==> src/rtl/hzd_pkg.sv <==
package hzd_pkg;

  typedef enum logic [1:0] {
    HOLD_NONE   = 2'd0,
    HOLD_LDUSE  = 2'd1,
    HOLD_BR_ALU = 2'd2,
    HOLD_BR_LD  = 2'd3
  } hold_cause_e;

  typedef struct packed {
    logic pc_we;
    logic ifid_we;
    logic bubble;
    logic flush;
  } hzd_ctl_t;

endpackage

==> src/rtl/hzd_src_match.sv <==
// Compares one producer destination against every consumer source.
// Register zero is never a real producer.
module hzd_src_match #(
  parameter int REG_W = 5,
  parameter int NSRC  = 2
) (
  input  logic [NSRC-1:0][REG_W-1:0] srcs,
  input  logic [REG_W-1:0]           dst,
  output logic                       hit
);
  logic [NSRC-1:0] eq_vec;
  logic            dst_live;

  assign dst_live = (dst != '0);

  for (genvar g = 0; g < NSRC; g++) begin : g_cmp
    assign eq_vec[g] = (srcs[g] == dst);
  end

  assign hit = dst_live && (|eq_vec);
endmodule

==> src/rtl/hzd_load_use.sv <==
// One-cycle hold for a consumer of the load directly ahead.
module hzd_load_use #(
  parameter int REG_W = 5,
  parameter int NSRC  = 2
) (
  input  logic [NSRC-1:0][REG_W-1:0] srcs,
  input  logic                       ex_mem_rd,
  input  logic [REG_W-1:0]           ex_dst,
  output logic                       hold
);
  logic hit;

  hzd_src_match #(.REG_W(REG_W), .NSRC(NSRC)) u_match (
    .srcs(srcs),
    .dst (ex_dst),
    .hit (hit)
  );

  assign hold = ex_mem_rd && hit;
endmodule

==> src/rtl/hzd_branch_chk.sv <==
// Extra holds for a branch whose operands are compared in decode.
module hzd_branch_chk #(
  parameter int REG_W = 5,
  parameter int NSRC  = 2
) (
  input  logic [NSRC-1:0][REG_W-1:0] srcs,
  input  logic                       is_branch,
  input  logic                       ex_mem_rd,
  input  logic                       ex_reg_wr,
  input  logic [REG_W-1:0]           ex_dst,
  input  logic                       mem_mem_rd,
  input  logic [REG_W-1:0]           mem_dst,
  output logic                       hold_alu,
  output logic                       hold_ld
);
  logic ex_hit;
  logic mem_hit;

  hzd_src_match #(.REG_W(REG_W), .NSRC(NSRC)) u_ex_match (
    .srcs(srcs),
    .dst (ex_dst),
    .hit (ex_hit)
  );

  hzd_src_match #(.REG_W(REG_W), .NSRC(NSRC)) u_mem_match (
    .srcs(srcs),
    .dst (mem_dst),
    .hit (mem_hit)
  );

  // ALU result directly ahead is not yet available at decode.
  assign hold_alu = is_branch && ex_reg_wr && !ex_mem_rd && ex_hit;
  // Load data is only returned at the end of the memory stage.
  assign hold_ld  = is_branch && mem_mem_rd && mem_hit;
endmodule

==> src/rtl/hzd_stall_unit.sv <==
module hzd_stall_unit
  import hzd_pkg::*;
#(
  parameter int REG_W = 5
) (
  input  logic             clk,
  input  logic             rst_n,
  input  logic [REG_W-1:0] dec_src_a,
  input  logic [REG_W-1:0] dec_src_b,
  input  logic             dec_is_branch,
  input  logic             br_taken,
  input  logic             ex_mem_rd,
  input  logic             ex_reg_wr,
  input  logic [REG_W-1:0] ex_dst,
  input  logic             mem_mem_rd,
  input  logic             mem_reg_wr,
  input  logic [REG_W-1:0] mem_dst,
  output logic             pc_we,
  output logic             ifid_we,
  output logic             idex_bubble,
  output logic             if_flush
);
  localparam int NSRC = 2;

  logic [NSRC-1:0][REG_W-1:0] srcs;
  logic        lu_hold;
  logic        br_alu_hold;
  logic        br_ld_hold;
  hold_cause_e cause;
  hzd_ctl_t    ctl;
  logic        mem_wr_unused;

  assign srcs[0] = dec_src_a;
  assign srcs[1] = dec_src_b;
  // A memory-stage register write is always forwardable to decode.
  assign mem_wr_unused = mem_reg_wr;

  hzd_load_use #(.REG_W(REG_W), .NSRC(NSRC)) u_load_use (
    .srcs     (srcs),
    .ex_mem_rd(ex_mem_rd),
    .ex_dst   (ex_dst),
    .hold     (lu_hold)
  );

  hzd_branch_chk #(.REG_W(REG_W), .NSRC(NSRC)) u_branch_chk (
    .srcs      (srcs),
    .is_branch (dec_is_branch),
    .ex_mem_rd (ex_mem_rd),
    .ex_reg_wr (ex_reg_wr),
    .ex_dst    (ex_dst),
    .mem_mem_rd(mem_mem_rd),
    .mem_dst   (mem_dst),
    .hold_alu  (br_alu_hold),
    .hold_ld   (br_ld_hold)
  );

  always_comb begin
    if (lu_hold)          cause = HOLD_LDUSE;
    else if (br_alu_hold) cause = HOLD_BR_ALU;
    else if (br_ld_hold)  cause = HOLD_BR_LD;
    else                  cause = HOLD_NONE;
  end

  always_comb begin
    ctl = '{pc_we: 1'b1, ifid_we: 1'b1, bubble: 1'b0, flush: 1'b0};
    if (cause != HOLD_NONE) begin
      ctl.pc_we   = 1'b0;
      ctl.ifid_we = 1'b0;
      ctl.bubble  = 1'b1;
    end else begin
      // Flush only once the branch is released.
      ctl.flush = dec_is_branch && br_taken;
    end
  end

  assign pc_we       = ctl.pc_we;
  assign ifid_we     = ctl.ifid_we;
  assign idex_bubble = ctl.bubble;
  assign if_flush    = ctl.flush;


  ld_use_hold_chk: assert property (@(posedge clk) disable iff (!rst_n)
    (ex_mem_rd && ex_dst != '0 && (ex_dst == dec_src_a || ex_dst == dec_src_b))
      |-> idex_bubble);

  freeze_on_hold_chk: assert property (@(posedge clk) disable iff (!rst_n)
    idex_bubble |-> (!pc_we && !ifid_we));

  advance_free_chk: assert property (@(posedge clk) disable iff (!rst_n)
    !idex_bubble |-> (pc_we && ifid_we));

  flush_src_chk: assert property (@(posedge clk) disable iff (!rst_n)
    if_flush |-> (dec_is_branch && br_taken));

  hold_beats_flush_chk: assert property (@(posedge clk) disable iff (!rst_n)
    !(if_flush && idex_bubble));

  zero_dst_chk: assert property (@(posedge clk) disable iff (!rst_n)
    (ex_dst == '0 && mem_dst == '0) |-> !idex_bubble);

  nonbranch_alu_chk: assert property (@(posedge clk) disable iff (!rst_n)
    (!dec_is_branch && !ex_mem_rd) |-> !idex_bubble);
endmodule

==> config.mk <==
export PLATFORM = sky130hd
export DESIGN_NAME = hzd_stall_unit
export DESIGN_NICKNAME = d
export VERILOG_FILES = /design/src/rtl/hzd_pkg.sv /design/src/rtl/hzd_src_match.sv /design/src/rtl/hzd_load_use.sv /design/src/rtl/hzd_branch_chk.sv /design/src/rtl/hzd_stall_unit.sv
export SDC_FILE = /design/constraint.sdc
export NUM_CORES = 1
export LEC_CHECK = 0
export CAP_MARGIN = 25
export CORE_AREA = 4 4 41 43
export DETAILED_ROUTE_END_ITERATION = 8
export DIE_AREA = 0 0 45 47
export PLACE_DENSITY = 0.69
export SLEW_MARGIN = 20
export SYNTH_ARGS = -nofsm -noshare
export SYNTH_HDL_FRONTEND = slang
export SYNTH_SLANG_ARGS = --single-unit
==> constraint.sdc <==
create_clock -name vclk -period 1.9
set_clock_uncertainty 0.1 [all_clocks]
set_input_delay 0.38 -clock vclk [all_inputs]
set_output_delay 0.38 -clock vclk [all_outputs]
set_load 0.05 [all_outputs]
==> results of run 1 <==
-- what timing repair did --
item / 4_1_cts / 5_1_grt
gates resized for setup: 36 / 2
setup endpoints to repair: 4 / 4
pin swaps: 4 / 4
buffers inserted: 1 / 0
hold endpoints to repair: 0 / 0
-- Yosys cell counts (all sizes together) --
master  number  area [sq um]
a21oi        2          10.0
o22ai        2          12.5
nand3        4          20.0
or4          1          7.51
a221oi       1          15.0
xnor2       20           175
nor3         1          5.00
nand2        5          18.8
nor2         1          3.75
buf          1          7.51
o21a         1          7.51
a32oi        1          8.76
a32o         1          10.0
-- layer usage --
layer,GRT usage,wire [um]
met5,0,0
met4,0,0
met3,0.00383,67
met2,0.195,605
met1,0.135,477
-- cells by family after synthesis --
group,count (synthesis)
AO/OA/AOI/OAI,8
buffers and inverters,1
XOR/XNOR,20
AND/OR/NAND/NOR,12
-- stage by stage --
step	cells	hold slack, ns	utilization	setup WS [ns]
5_1_grt	93	1.23	0.580	-0.300
2_1_floorplan	41	0.824	-	-0.359
3_5_place_dp	92	1.39	0.565	-0.626
3_3_place_gp	92	1.35	0.565	-0.605
6_report	93	1.22	0.580	-0.273
4_1_cts	93	1.23	0.568	-0.320
-- how the worst max path moves through the flow --
stage                    end  slack, ns
floorplan              pc_we      -0.36
global placement     ifid_we      -0.61
detailed placement  if_flush      -0.63
CTS                 if_flush      -0.32
global route        if_flush      -0.30
finish              if_flush      -0.27
-- critical path: cells and delay by family --
family | cells | cell delay, ns
buf+inv | 2 | 0.27
simple gates | 1 | 0.52
compound gates | 2 | 0.52
-- power breakdown --
part / internal, mW / total (mW) / switching (mW) / leakage, nW
clock: 0 / 0 / 0 / 0
sequential: 0 / 0 / 0 / 0
combinational: 0.109 / 0.194 / 0.0858 / 0.306
total: 0.109 / 0.194 / 0.0858 / 0.306
-- final cells by class --
cell class	count	area share
Timing Repair Buffer	38	0.498
Multi-Input combinational cell	40	0.478
Tap cell	15	0.0249
==> impl_metrics.tcl, run 1 <==
set metrics [dict create \
    status "complete, but fails checks" \
    violations "setup timing" \
    worst_slew_pin_slew_ns 0.342 \
    num_vias 412 \
    synth_compound_area_frac 0.212 \
    nNetsFinal 108 \
    hold_viol 0 \
    die_x_um 45 \
    hold_end "if_flush" \
    postRouteAntennaNets 0 \
    synth_cells 41 \
    gp_congestion 0.789 \
    dpl-instance-area_sq_um 736 \
    io_buffers 29 \
    min_path_type "input pin to output pin" \
    worst-path-max-fanout 3 \
    critical-path-max-stage-delay_ns 0.52 \
    start_util 0.232 \
    crit_arrival_ns 1.69 \
    period_share 1.14 \
    grt_pass1_vias 419 \
    period_minus_slack_ns 2.17 \
    yosys.area_share.simple 0.183 \
    avgViaCountPerCell 4.43 \
    multi_input_area_sq_um 360 \
    leakagePower_nw 0.306 \
    p_per_area_nw_per_um2 258 \
    ys_types 13 \
    syn_area_per_cell_sq_um 7.35 \
    final_layout_size_suffix_gt1_frac 0.321 \
    fillers 136 \
    core-area_sq_um 1300 \
    synthAdderAreaFrac 0 \
    drt-pass1-iter-count 1 \
    setup_slack_ns -0.273 \
    required_ns 1.42 \
    holdBufCountCts 0 \
    relSlewSlack 0.772 \
    wl_mm 1.15 \
    synth.area.mux_share 0 \
    postLayoutCellArea_sq_um 754 \
    post-dp-hpwl_mm 1.02 \
    grt_use_total 0.102 \
    setup_viol 4 \
    fin_tns_setup_ns -1.00 \
    worst_path_max_delay_cell "or4_4" \
    gr-total-overflow 0 \
    worstSetupPathType "input pin to output pin" \
    regArea_sq_um 0 \
    grt_max_degree 4 \
    hold_start "mem_dst[2]" \
    dieArea_sq_um 2120 \
    yosysSeqAreaShare 0 \
    die-height_um 47 \
    antenna_found_initial 0 \
    wl_per_cell_um 12.4 \
    io_pins 32 \
    clkbuf_count 0 \
    rows 13 \
    peakVddDrop_v 0.0000972 \
    synth-xor-area-share 0.581 \
    max_freq_ghz 0.460 \
    slew_violations 0 \
    synth-warning-count 0 \
    final_common_cell "xnor2_1" \
    syn_area_sq_um 302 \
    grt_pass1_wl_mm 1.70 \
    end_kind "output pin" \
    seq_cells 0 \
    antenna_cells 0 \
    area_delta_synth_final_pct 150 \
    critical_path.startpoint "mem_dst[2]" \
    maxCapViolations 0 \
    worstPathCellList "buf_6, or4_4, o21a_4, a221oi_4, buf_12" \
    syn_nets 69 \
    drt_iter0_drc 0 \
    start_kind "input pin" \
    worstHoldPathCells 5 \
    finalPower_mw 0.194 \
    synth_top_family_by_area "XOR/XNOR gates" \
    post-route-drc-count 0 \
    rsz0062_at_grt "true" \
    final_cell_mix "18 x xnor2_1, 16 x dlygate4sd2_1, 9 x buf_4, 5 x nand2_1, 5 x clkdlybuf4s50_1" \
]
(Power assumes the default switching activity.)
==> run 2: changes to the inputs <==
Settings changed: CORE_AREA 4 4 41 43 to 2 2 39 41, DIE_AREA 0 0 45 47 to 0 0 41 43.
==> run 2 against run 1 <==
Effect of this change:
- the run still ends with setup timing left
- routed wire length shrank 7.7%
- largest cell class unchanged
- cell area fell by 3.8%
- non-clock buffer count is 2 lower
- global-route usage grew 4.5 points
- largest power group unchanged
- total power decreased by 4.3%
- cell count fell by 1.1%
- via count is 1.5% higher
- sequential share of layout area unchanged
==> impl_metrics.tcl, run 2 (synthesized netlist as in run 1, its figures left out) <==
set metrics [dict create \
    leakagePower_nw 0.285 \
    period_share 1.13 \
    hold_start "mem_dst[0]" \
    status "complete, but fails checks" \
    postRouteAntennaNets 0 \
    clkbuf_count 0 \
    fin_cells 92 \
    postLayoutCellArea_sq_um 726 \
    worst-path-max-fanout 3 \
    die-height_um 43 \
    setup_viol 4 \
    die_x_um 41 \
    dpl.cell_count 92 \
    dpl-instance-area_sq_um 729 \
    io_buffers 29 \
    core-area_sq_um 1380 \
    slew_violations 0 \
    start_kind "input pin" \
    end_kind "output pin" \
    gp_congestion 0.751 \
    final_layout_size_suffix_gt1_frac 0.276 \
    antenna_found_initial 0 \
    met2_length_um 596 \
    post-dp-hpwl_um 939 \
    rows 14 \
    regArea_sq_um 0 \
    wirelength_met1_um 376 \
    drt-pass1-iter-count 2 \
    holdBufCountCts 0 \
    required_ns 1.42 \
    wl_per_cell_um 11.5 \
    setup_slack_ns -0.256 \
    avgViaCountPerCell 4.54 \
    grt_pass1_vias 473 \
    seq_cells 0 \
    drt_iter0_drc 1 \
    grt_use_total 0.147 \
    critical_path.startpoint "mem_dst[0]" \
    dr.max_layer_used "met4" \
    post-place-ws_ns -0.618 \
    num_vias 418 \
    maxCapViolations 0 \
    post-route-drc-count 0 \
    rsz0062_at_grt "true" \
    final_common_cell "xnor2_1" \
    violations "setup timing" \
    start_util 0.218 \
    worstSetupPathType "input pin to output pin" \
    wl_met3_um 73 \
    nNetsFinal 106 \
    relSlewSlack 0.779 \
    area_delta_synth_final_pct 141 \
    max_freq_ghz 0.464 \
    grt_pass1_wl_mm 1.88 \
    final_cell_mix "20 x xnor2_1, 16 x dlygate4sd2_1, 7 x buf_4, 5 x nand2_1, 5 x clkdlybuf4s50_1" \
    wl_mm 1.06 \
    period_minus_slack_ns 2.16 \
    crit_arrival_ns 1.68 \
    dieArea_sq_um 1760 \
    peakVddDrop_v 0.000152 \
    min_path_type "input pin to output pin" \
    final_core_util 0.524 \
    whs_ns 1.21 \
    worst_slew_pin_slew_ns 0.331 \
    grt_max_degree 4 \
    gr-total-overflow 0 \
    antenna_cells 0 \
    p_per_area_nw_per_um2 256 \
    hold_viol 0 \
    io_pins 32 \
]
-- run 2: changes by cell type in the layout (fill, tap and decap cells not counted), sizes merged --
cell / delta
buf: -2
-- run 2: metal layers --
metal,track usage,up-vias
met5,0,-
met1,0.174,183
li1,-,215
met4,0.0333,0
met2,0.256,18
met3,0.0262,2
-- run 2: through the flow --
| stage | power (mW) | setup TNS (ns) |
|---|---|---|
| floorplan | 0.0876 | -0.822 |
| global placement | 0.194 | -2.45 |
| detailed placement | 0.196 | -2.46 |
| CTS | 0.186 | -1.18 |
| global route | 0.200 | -1.08 |
| finish | 0.186 | -0.992 |
-- run 2: critical path: stages --
cell	delay [ns]
buf_6	0.09
or4_4	0.53
o21a_4	0.24
a32o_2	0.29
buf_12	0.15
-- run 2: worst paths after layout --
check | end | slack (ns) | cells past startpoint
max | idex_bubble | -0.26 | 5
min | if_flush | 1.21 | 5
-- run 2: area by class of cell --
class | instances | area, sq um
fill | 134 | 658
tap | 16 | 20.0
multi-input combinational | 40 | 345
timing repair buffer | 36 | 360
-- run 2: timing repair --
action,in CTS,in global routing
cloned,0,0
gates resized for setup,35,1
setup buffers,0,0
setup endpoints to repair,4,4
pin swaps,6,6
-- run 2: report_power, final --
| part | total, mW | internal (mW) | switching (mW) |
|---|---|---|---|
| Sequential | 0 | 0 | 0 |
| Combinational | 0.186 | 0.104 | 0.0825 |
| Clock | 0 | 0 | 0 |
| Total | 0.186 | 0.104 | 0.0825 |
